<file path="src/rtl/sfu_pkg.sv">
package sfu_pkg;

  typedef enum logic [3:0] {
    OP_ADD = 4'd0,
    OP_ADC = 4'd1,
    OP_SUB = 4'd2,
    OP_SBB = 4'd3,
    OP_AND = 4'd4,
    OP_OR  = 4'd5,
    OP_XOR = 4'd6,
    OP_INC = 4'd7,
    OP_DEC = 4'd8
  } aluOp_e;

  localparam int FLAG_COUNT = 6;
  localparam int FLAG_CARRY = 0;
  localparam int FLAG_ZERO  = 1;
  localparam int FLAG_SIGN  = 2;
  localparam int FLAG_OVF   = 3;
  localparam int FLAG_PAR   = 4;
  localparam int FLAG_AUX   = 5;
  localparam int PARITY_BITS = 8;
  localparam int AUX_BIT     = 4;

  // logicSel encodings
  localparam logic [1:0] LSEL_AND  = 2'd0;
  localparam logic [1:0] LSEL_OR   = 2'd1;
  localparam logic [1:0] LSEL_XOR  = 2'd2;
  localparam logic [1:0] LSEL_NONE = 2'd3;

  typedef struct packed {
    logic       arith;
    logic       subtract;
    logic       useCarry;
    logic       incDec;
    logic [1:0] logicSel;
    logic       holdCarry;
    logic       writeFlags;
  } ctrlStrobe_t;

endpackage

</file>
<file path="src/rtl/sfu_ctrl.sv">
module sfu_ctrl
  import sfu_pkg::*;
(
  input  logic [3:0]  opSel,
  input  logic        updateEn,
  output ctrlStrobe_t strobe
);

  logic validOp;

  always_comb begin
    strobe = '{arith: 1'b0, subtract: 1'b0, useCarry: 1'b0, incDec: 1'b0,
               logicSel: LSEL_NONE, holdCarry: 1'b0, writeFlags: 1'b0};
    validOp = 1'b1;
    case (opSel)
      OP_ADD: strobe.arith = 1'b1;
      OP_ADC: begin strobe.arith = 1'b1; strobe.useCarry = 1'b1; end
      OP_SUB: begin strobe.arith = 1'b1; strobe.subtract = 1'b1; end
      OP_SBB: begin
        strobe.arith = 1'b1; strobe.subtract = 1'b1; strobe.useCarry = 1'b1;
      end
      OP_AND: strobe.logicSel = LSEL_AND;
      OP_OR:  strobe.logicSel = LSEL_OR;
      OP_XOR: strobe.logicSel = LSEL_XOR;
      OP_INC: begin
        strobe.arith = 1'b1; strobe.incDec = 1'b1; strobe.holdCarry = 1'b1;
      end
      OP_DEC: begin
        strobe.arith = 1'b1; strobe.subtract = 1'b1; strobe.incDec = 1'b1;
        strobe.holdCarry = 1'b1;
      end
      default: validOp = 1'b0;
    endcase
    strobe.writeFlags = updateEn & validOp;
  end

endmodule

</file>
<file path="src/rtl/sfu_datapath.sv">
module sfu_datapath
  import sfu_pkg::*;
#(
  parameter int WIDTH = 32
) (
  input  logic                  clk,
  input  logic                  rstN,
  input  logic [WIDTH-1:0]      opA,
  input  logic [WIDTH-1:0]      opB,
  input  logic                  carryIn,
  input  ctrlStrobe_t           strobe,
  output logic [WIDTH-1:0]      result,
  output logic [FLAG_COUNT-1:0] flags
);

  localparam int MSB = WIDTH - 1;
  localparam int EXT = WIDTH + 1;

  logic [WIDTH-1:0]      operandB;
  logic [EXT-1:0]        extSum;
  logic [WIDTH-1:0]      logicRes;
  logic [WIDTH-1:0]      halfXor;
  logic                  cinBit;
  logic [FLAG_COUNT-1:0] flagNext;
  logic [FLAG_COUNT-1:0] flagQ;

  always_comb begin
    operandB = strobe.incDec ? WIDTH'(1) : opB;
    cinBit   = strobe.useCarry & carryIn;
    if (strobe.subtract)
      extSum = {1'b0, opA} - {1'b0, operandB} - EXT'(cinBit);
    else
      extSum = {1'b0, opA} + {1'b0, operandB} + EXT'(cinBit);
  end

  always_comb begin
    case (strobe.logicSel)
      LSEL_AND: logicRes = opA & opB;
      LSEL_OR:  logicRes = opA | opB;
      LSEL_XOR: logicRes = opA ^ opB;
      default:  logicRes = '0;
    endcase
  end

  assign result  = strobe.arith ? extSum[MSB:0] : logicRes;
  assign halfXor = opA ^ operandB ^ result;

  always_comb begin
    flagNext[FLAG_ZERO] = (result == '0);
    flagNext[FLAG_SIGN] = result[MSB];
    flagNext[FLAG_PAR]  = ~^result[PARITY_BITS-1:0];
    if (strobe.arith) begin
      flagNext[FLAG_CARRY] = strobe.holdCarry ? flagQ[FLAG_CARRY] : extSum[WIDTH];
      if (strobe.subtract)
        flagNext[FLAG_OVF] = (opA[MSB] ^ operandB[MSB]) & (result[MSB] ^ opA[MSB]);
      else
        flagNext[FLAG_OVF] = ~(opA[MSB] ^ operandB[MSB]) & (result[MSB] ^ opA[MSB]);
      flagNext[FLAG_AUX] = halfXor[AUX_BIT];
    end else begin
      flagNext[FLAG_CARRY] = 1'b0;
      flagNext[FLAG_OVF]   = 1'b0;
      flagNext[FLAG_AUX]   = 1'b0;
    end
  end

  always_ff @(posedge clk or negedge rstN) begin
    if (!rstN)                  flagQ <= '0;
    else if (strobe.writeFlags) flagQ <= flagNext;
  end

  assign flags = flagQ;

endmodule

</file>
<file path="src/rtl/status_flag_unit.sv">
module status_flag_unit
  import sfu_pkg::*;
#(
  parameter int WIDTH = 32
) (
  input  logic                  clk,
  input  logic                  rstN,
  input  logic [WIDTH-1:0]      opA,
  input  logic [WIDTH-1:0]      opB,
  input  logic [3:0]            opSel,
  input  logic                  carryIn,
  input  logic                  updateEn,
  output logic [WIDTH-1:0]      result,
  output logic [FLAG_COUNT-1:0] flags
);

  ctrlStrobe_t strobe;

  sfu_ctrl u_ctrl (
    .opSel    (opSel),
    .updateEn (updateEn),
    .strobe   (strobe)
  );

  sfu_datapath #(.WIDTH(WIDTH)) u_dp (
    .clk     (clk),
    .rstN    (rstN),
    .opA     (opA),
    .opB     (opB),
    .carryIn (carryIn),
    .strobe  (strobe),
    .result  (result),
    .flags   (flags)
  );

endmodule

</file>
<file path="config.mk">
export PLATFORM = sky130hd
export DESIGN_NAME = status_flag_unit
export DESIGN_NICKNAME = d
export VERILOG_FILES = /design/src/rtl/sfu_pkg.sv /design/src/rtl/sfu_ctrl.sv /design/src/rtl/sfu_datapath.sv /design/src/rtl/status_flag_unit.sv
export SDC_FILE = /design/constraint.sdc
export NUM_CORES = 1
export LEC_CHECK = 0
export ABC_CLOCK_PERIOD_IN_PS = 12300
export BUFFER_PORTS_ARGS = -buffer_cell sky130_fd_sc_hd__buf_2
export CAP_MARGIN = 20
export CORE_MARGIN = 4
export CORE_UTILIZATION = 59
export CTS_BUF_LIST = sky130_fd_sc_hd__clkbuf_8 sky130_fd_sc_hd__clkbuf_16
export CTS_CLUSTER_DIAMETER = 150
export DETAILED_ROUTE_END_ITERATION = 10
export GPL_ROUTABILITY_DRIVEN = 0
export PLACE_DENSITY = 0.85
export SETUP_SLACK_MARGIN = 0.05
export SLEW_MARGIN = 15
export SYNTH_ARGS = -nofsm -noshare
export SYNTH_HDL_FRONTEND = slang
export SYNTH_SLANG_ARGS = --single-unit
</file>
<file path="constraint.sdc">
create_clock -name clk -period 12.3 [get_ports clk]
set_input_delay 0.615 -clock clk [delete_from_list [all_inputs] [get_ports clk]]
set_output_delay 0.615 -clock clk [all_outputs]
set_load 0.02 [all_outputs]
</file>
After elaboration in Yosys (flattened, before gate mapping)
Cells that the tools add are included.
{"block": "totals", "regBits": 6, "out_inout_bits": 38, "word_cells": 54}
{"block": "op_classes", "add_sub_neg": 4, "eq_ne": 11, "n_mux": 15, "bitwise_logic": 12, "reduce_logical": 10}
{"op": "32-bit one-hot mux with 3 select lines", "count": 1}
{"op": "32-bit 2-to-1 mux", "count": 2}
{"op": "32-bit by 32-bit adder with 33-bit output", "count": 1}
{"op": "33-bit by 1-bit adder with 33-bit output", "count": 1}
{"op": "33-bit 2-to-1 mux", "count": 1}
{"op": "32-bit by 32-bit subtractor with 33-bit output", "count": 1}
{"op": "33-bit by 1-bit subtractor with 33-bit output", "count": 1}
{"op": "32-bit bitwise AND", "count": 1}
{"op": "32-bit logical NOT", "count": 1}
{"op": "32-bit OR", "count": 1}
{"op": "32-bit XOR", "count": 1}
{"op": "4-bit by 3-bit equality test with 1-bit output (second input constant)", "count": 4}
{"op": "1-bit 2-to-1 mux", "count": 10}
{"op": "5-bit XOR", "count": 2}
{"op": "9-bit OR reduction", "count": 1}
{"op": "4-bit by 2-bit equality test with 1-bit output (second input constant)", "count": 2}
{"op": "8-bit XNOR reduction", "count": 1}
{"op": "2-bit one-hot mux with 3 select lines", "count": 1}
{"op": "6-bit OR reduction", "count": 1}
{"op": "1-bit bitwise AND", "count": 4}
{"op": "4-bit by 1-bit equality test with 1-bit output (second input constant)", "count": 1}
{"op": "4-bit equality test (second input constant)", "count": 1}
{"op": "4-bit logical NOT", "count": 1}
{"op": "2-bit OR reduction", "count": 2}
{"op": "other kinds (8)", "count": 9}

Logic depth before layout (Yosys ltp)
{"block": "logic_depth", "word_depth": 12, "mapped_depth": 25, "depth_no_buf": 24}

Hierarchy
From an unflattened synthesis, not the netlist that was laid out.
{"block": "hier_totals", "hier_cells": 967, "hier_area_um2": 6912.9}
{"mod": "sfu_datapath", "n_inst": 1, "cells_per_inst": 952, "area_per_inst_um2": 6807.8, "seq_area_each_um2": 150.1}
{"mod": "sfu_ctrl", "n_inst": 1, "cells_per_inst": 15, "area_per_inst_um2": 105.1, "seq_area_each_um2": 0.0}

Least setup slack after synthesis
OpenSTA, ideal clock, no wires.
{"block": "synth_path", "path_type": "input -> output", "startpoint": "input port opSel[2]", "endpoint": "output port result[29]", "t_arrival_ps": 4538, "slack_ps": 7147, "path_stages": 20, "cell_sequence": "clkbuf_1 -> nand2_1 -> nor2_1 -> a21oi_1 -> inv_1 -> clkbuf_1 -> nor2_1 -> ha_1 -> clkinv_1 -> ha_1 -> clkbuf_1 -> a21oi_1 -> o21ai_1 -> a32o_1 -> a2111oi_0 -> nor2_1 -> a311oi_1 -> xnor2_1 -> a21oi_1 -> o21ai_0"}
{"block": "synth_between", "elab_chain_cells": 8, "elab_cells_between_ends": 30}
{"element": "from (decl)", "line": "status_flag_unit.sv:10", "rtl": "input logic [3:0] opSel,"}
{"element": "4-bit by 3-bit equality test with 1-bit output / 4-bit equality test (equally long branches)", "line": "sfu_ctrl.sv:15", "rtl": "case (opSel)"}
{"element": "2-bit OR reduction (no line)"}
{"element": "1-bit 2-to-1 mux", "line": "sfu_ctrl.sv:15"}
{"element": "32-bit 2-to-1 mux", "line": "sfu_datapath.sv:28", "rtl": "operandB = strobe.incDec ? WIDTH'(1) : opB;"}
{"element": "32-bit by 32-bit adder with 33-bit output / 32-bit by 32-bit subtractor with 33-bit output (equally long branches)", "line": "sfu_datapath.sv:33, sfu_datapath.sv:31"}
{"element": "33-bit by 1-bit adder with 33-bit output / 33-bit by 1-bit subtractor with 33-bit output (equally long branches)", "line": "sfu_datapath.sv:33, sfu_datapath.sv:31"}
{"element": "33-bit 2-to-1 mux", "line": "sfu_datapath.sv:30", "rtl": "if (strobe.subtract)"}
{"element": "32-bit 2-to-1 mux (*)", "line": "sfu_datapath.sv:45", "rtl": "assign result = strobe.arith ? extSum[MSB:0] : logicRes;"}
{"element": "to (decl)", "line": "status_flag_unit.sv:13", "rtl": "output logic [WIDTH-1:0] result,"}
Mark *: on every way between the ends. The rest lies on a longest branch, timed or not.

Final worst setup path
{"block": "layout_path", "startpoint": "input port opSel[3]", "endpoint": "output port result[29]"}
Same word-level chain as after synthesis.

==> run metrics <==
1st-pass router iterations 6; Distinct cells, synth between 80 and 90; Worst R2R Setup Slack 11,550 ps; Synth Instances approximately 980; Worst EP arrival 5350 ps; port buffer count approximately 110; Max Cap Viol 0; RR Startpoint u_dp.flags[0]; die width about 120 um; Post-Syn Nets 1,214; # rows 39; static leakage 3.86 nW; Synth top area share ~29%; max reg flops 6; Area contributors post-synth ha_1, inv_1, xnor2_1; cts repair resizes 0; pwr/cell area between 70 and 80 nW/um^2; Max VDD drop around 0.00014 V; CTS Root Cell clkbuf_16; most common cell after layout, fill and taps aside ha_1; cell area after synthesis a little under 7000 sq um; post-layout minimum cycle time just under 6000 ps; f_max about 170 MHz; Largest stage delay, worst path roughly 530 ps; Critical Path Source Type input pin; initial antenna violation count 0; Total Wirelength around 19,000 um; sequential share of the synthesized area under 10%; Layout Skew 0 ps; Slew Limit Headroom between 30% and 40%; Final ANT Viol Nets 0; crit share post-route 48.5%; global-route usage over all layers around 28%; hold_buf cts 0; Seq cells post-synth 6; Main synth FF type dfrtp_1; Reg2Reg Depth 2; hold slack between 200 and 250 ps; Layout area overhead 10.3%; worst r2r dst u_dp.flags[0]; Core Region between 10,000 and 15,000 sq um; Worst setup EP type output port; DRC Markers 0; Clk Latency, worst-skew pair 220 ps; Final Max Tran Viols 0; DR WL/cell roughly 16 um; Synth area leader ha_1; critical path type in2out; Via Count about 7,400; CTS tree yes; largest net degree at the start of global routing 33; CP cell instances buf_2, inv_1, nand2_1, nor2_1, a21oi_1, inv_1, buf_4, nor2_1, ha_1, inv_1, ha_1, a21oi_1, o21ai_0, a32o_1, a2111oi_0, nor2_1, a311oi_1, xnor2_1, a21oi_1, o21ai_0, buf_2; ys async rst share 100%; final setup fails 0; CP Buf/Inv Count 6; grt ovf 0; worst-margin pin slew a little under 1000 ps; DP HPWL between 15,000 and 20,000 um; Post-synth EDFFs 0; Mean Syn Cell Area 7.04 sq um; clk slew on worst S/H paths 30 ps; Max H-tree Level 1; crit-path max FO 18; crit path max-delay cell type a2111oi_0; final instance area roughly 7600 sq um; vias in the first global route 6,865; first-pass GRT wire length ~32,000 um; Top delay family on crit path compound AO/OA/AOI/OAI gates; Die H ~120 um; CTS Buffer Depth 2; Starting Density between 60% and 70%; setup TNS 0 ps; Design Power between 500 and 600 uW; DIE AREA 13,400 sq um; CTS Sinks 6; ratio of cells with drive above 1 in the final layout 14.1%; Inserted Diodes 0; DR iter-0 viols between 600 and 700; vias per cell roughly 6.2; I/O pin cnt between 100 and 150; CP required about 12,000 ps; Cell Area, Placed between 7000 and 8000 sq um; leading cell types in the layout, fill and taps excluded ha_1, inv_1, buf_2; Post-CTS Setup Bufs 0; status completed; NumNets Final around 1,300; RSZ-0062 raised after global routing no; Final Hold Viols 0; Synthesis Warnings 0; Min-Delay Path Class in2async; total CTS buffers 3
==> through the flow <==
step / cells / utilization [%] / worst slack, ps
4_1_cts: 1200 / 66.4 / 6400
2_1_floorplan: 977 / - / 7150
3_3_place_gp: 1197 / 65.7 / 6520
5_1_grt: 1200 / 66.4 / 6010
6_report: 1200 / 66.4 / 6340
3_5_place_dp: 1197 / 65.7 / 6410
==> power breakdown <==
group	switching, mW	internal [mW]	leakage, nW
Combinational	0.309	0.199	3.75
Sequential	0.00185	0.0238	0.0794
Clock	0.00935	0.0416	0.0370
Total	0.320	0.264	3.86
==> worst max path at each step <==
stage,from,endpoint,slack (ps),depth (start not counted)
global route,opSel[3],result[29],6010,21
global placement,opSel[3],result[29],6520,21
CTS,opSel[3],result[29],6400,21
floorplan,opSel[2],result[29],7150,20
finish,opSel[3],result[29],6340,21
detailed placement,opSel[3],result[29],6410,21
==> worst reg2reg max path: cells and delay by family (launching register included) <==
kind / cells / cell delay [ps]
AOI/OAI and AO/OA: 2 / 220
DFF: 1 / 370
==> area by class of cell <==
class / instances / area, sq um
Sequential cell: 6 / 150
Fill cell: 999 / 3840
Clock buffer: 3 / 75.1
Multi-Input combinational cell: 786 / 6040
Timing Repair Buffer: 114 / 583
Tap cell: 143 / 179
Inverter: 148 / 556
==> cell families after synthesis <==
family	after synthesis	synth area share (%)
compound gates	291	30.1
simple gates	267	18.9
buf+inv	185	10.2
fa+ha+maj	165	30.5
xor+xnor	58	7.50
flops	6	2.18
mux	5	0.746
==> synth_stat cells (3+ instances only) <==
master	n
inv_1	147
o2111a_1	3
o2111ai_1	3
nand2_1	56
a21boi_0	3
mux2i_1	4
o211ai_1	8
or2_2	5
or3_1	5
or4_1	3
o31ai_1	14
clkbuf_1	33
o22ai_1	3
a21o_1	8
o311ai_0	3
o21bai_1	7
nor3_1	15
a22oi_1	11
nor4_1	6
ha_1	161
o21ai_0	52
dfrtp_1	6
a31oi_1	9
a211o_1	6
a21oi_1	65
nor2b_1	10
a211oi_1	6
nor4_2	3
o41ai_1	3
nand3_1	10
a221o_1	5
nor2_1	103
a221oi_1	21
nand2b_1	14
xnor2_1	45
a31o_2	3
nand4_1	11
nor4b_1	3
o21a_1	14
o221ai_1	10
xor2_1	12
fa_1	4
o21ai_1	5
and3_1	8
==> layer usage <==
metal	wire length [um]	vias up	track usage, %	part of all wire (%)
met3	1490	40	2.14	7.7
met4	398	0	6.19	2.1
met5	0	-	0	0
li1	-	3639	-	-
met1	8520	3428	37.7	44
met2	8860	329	47.9	46
(Power assumes the default switching activity.)
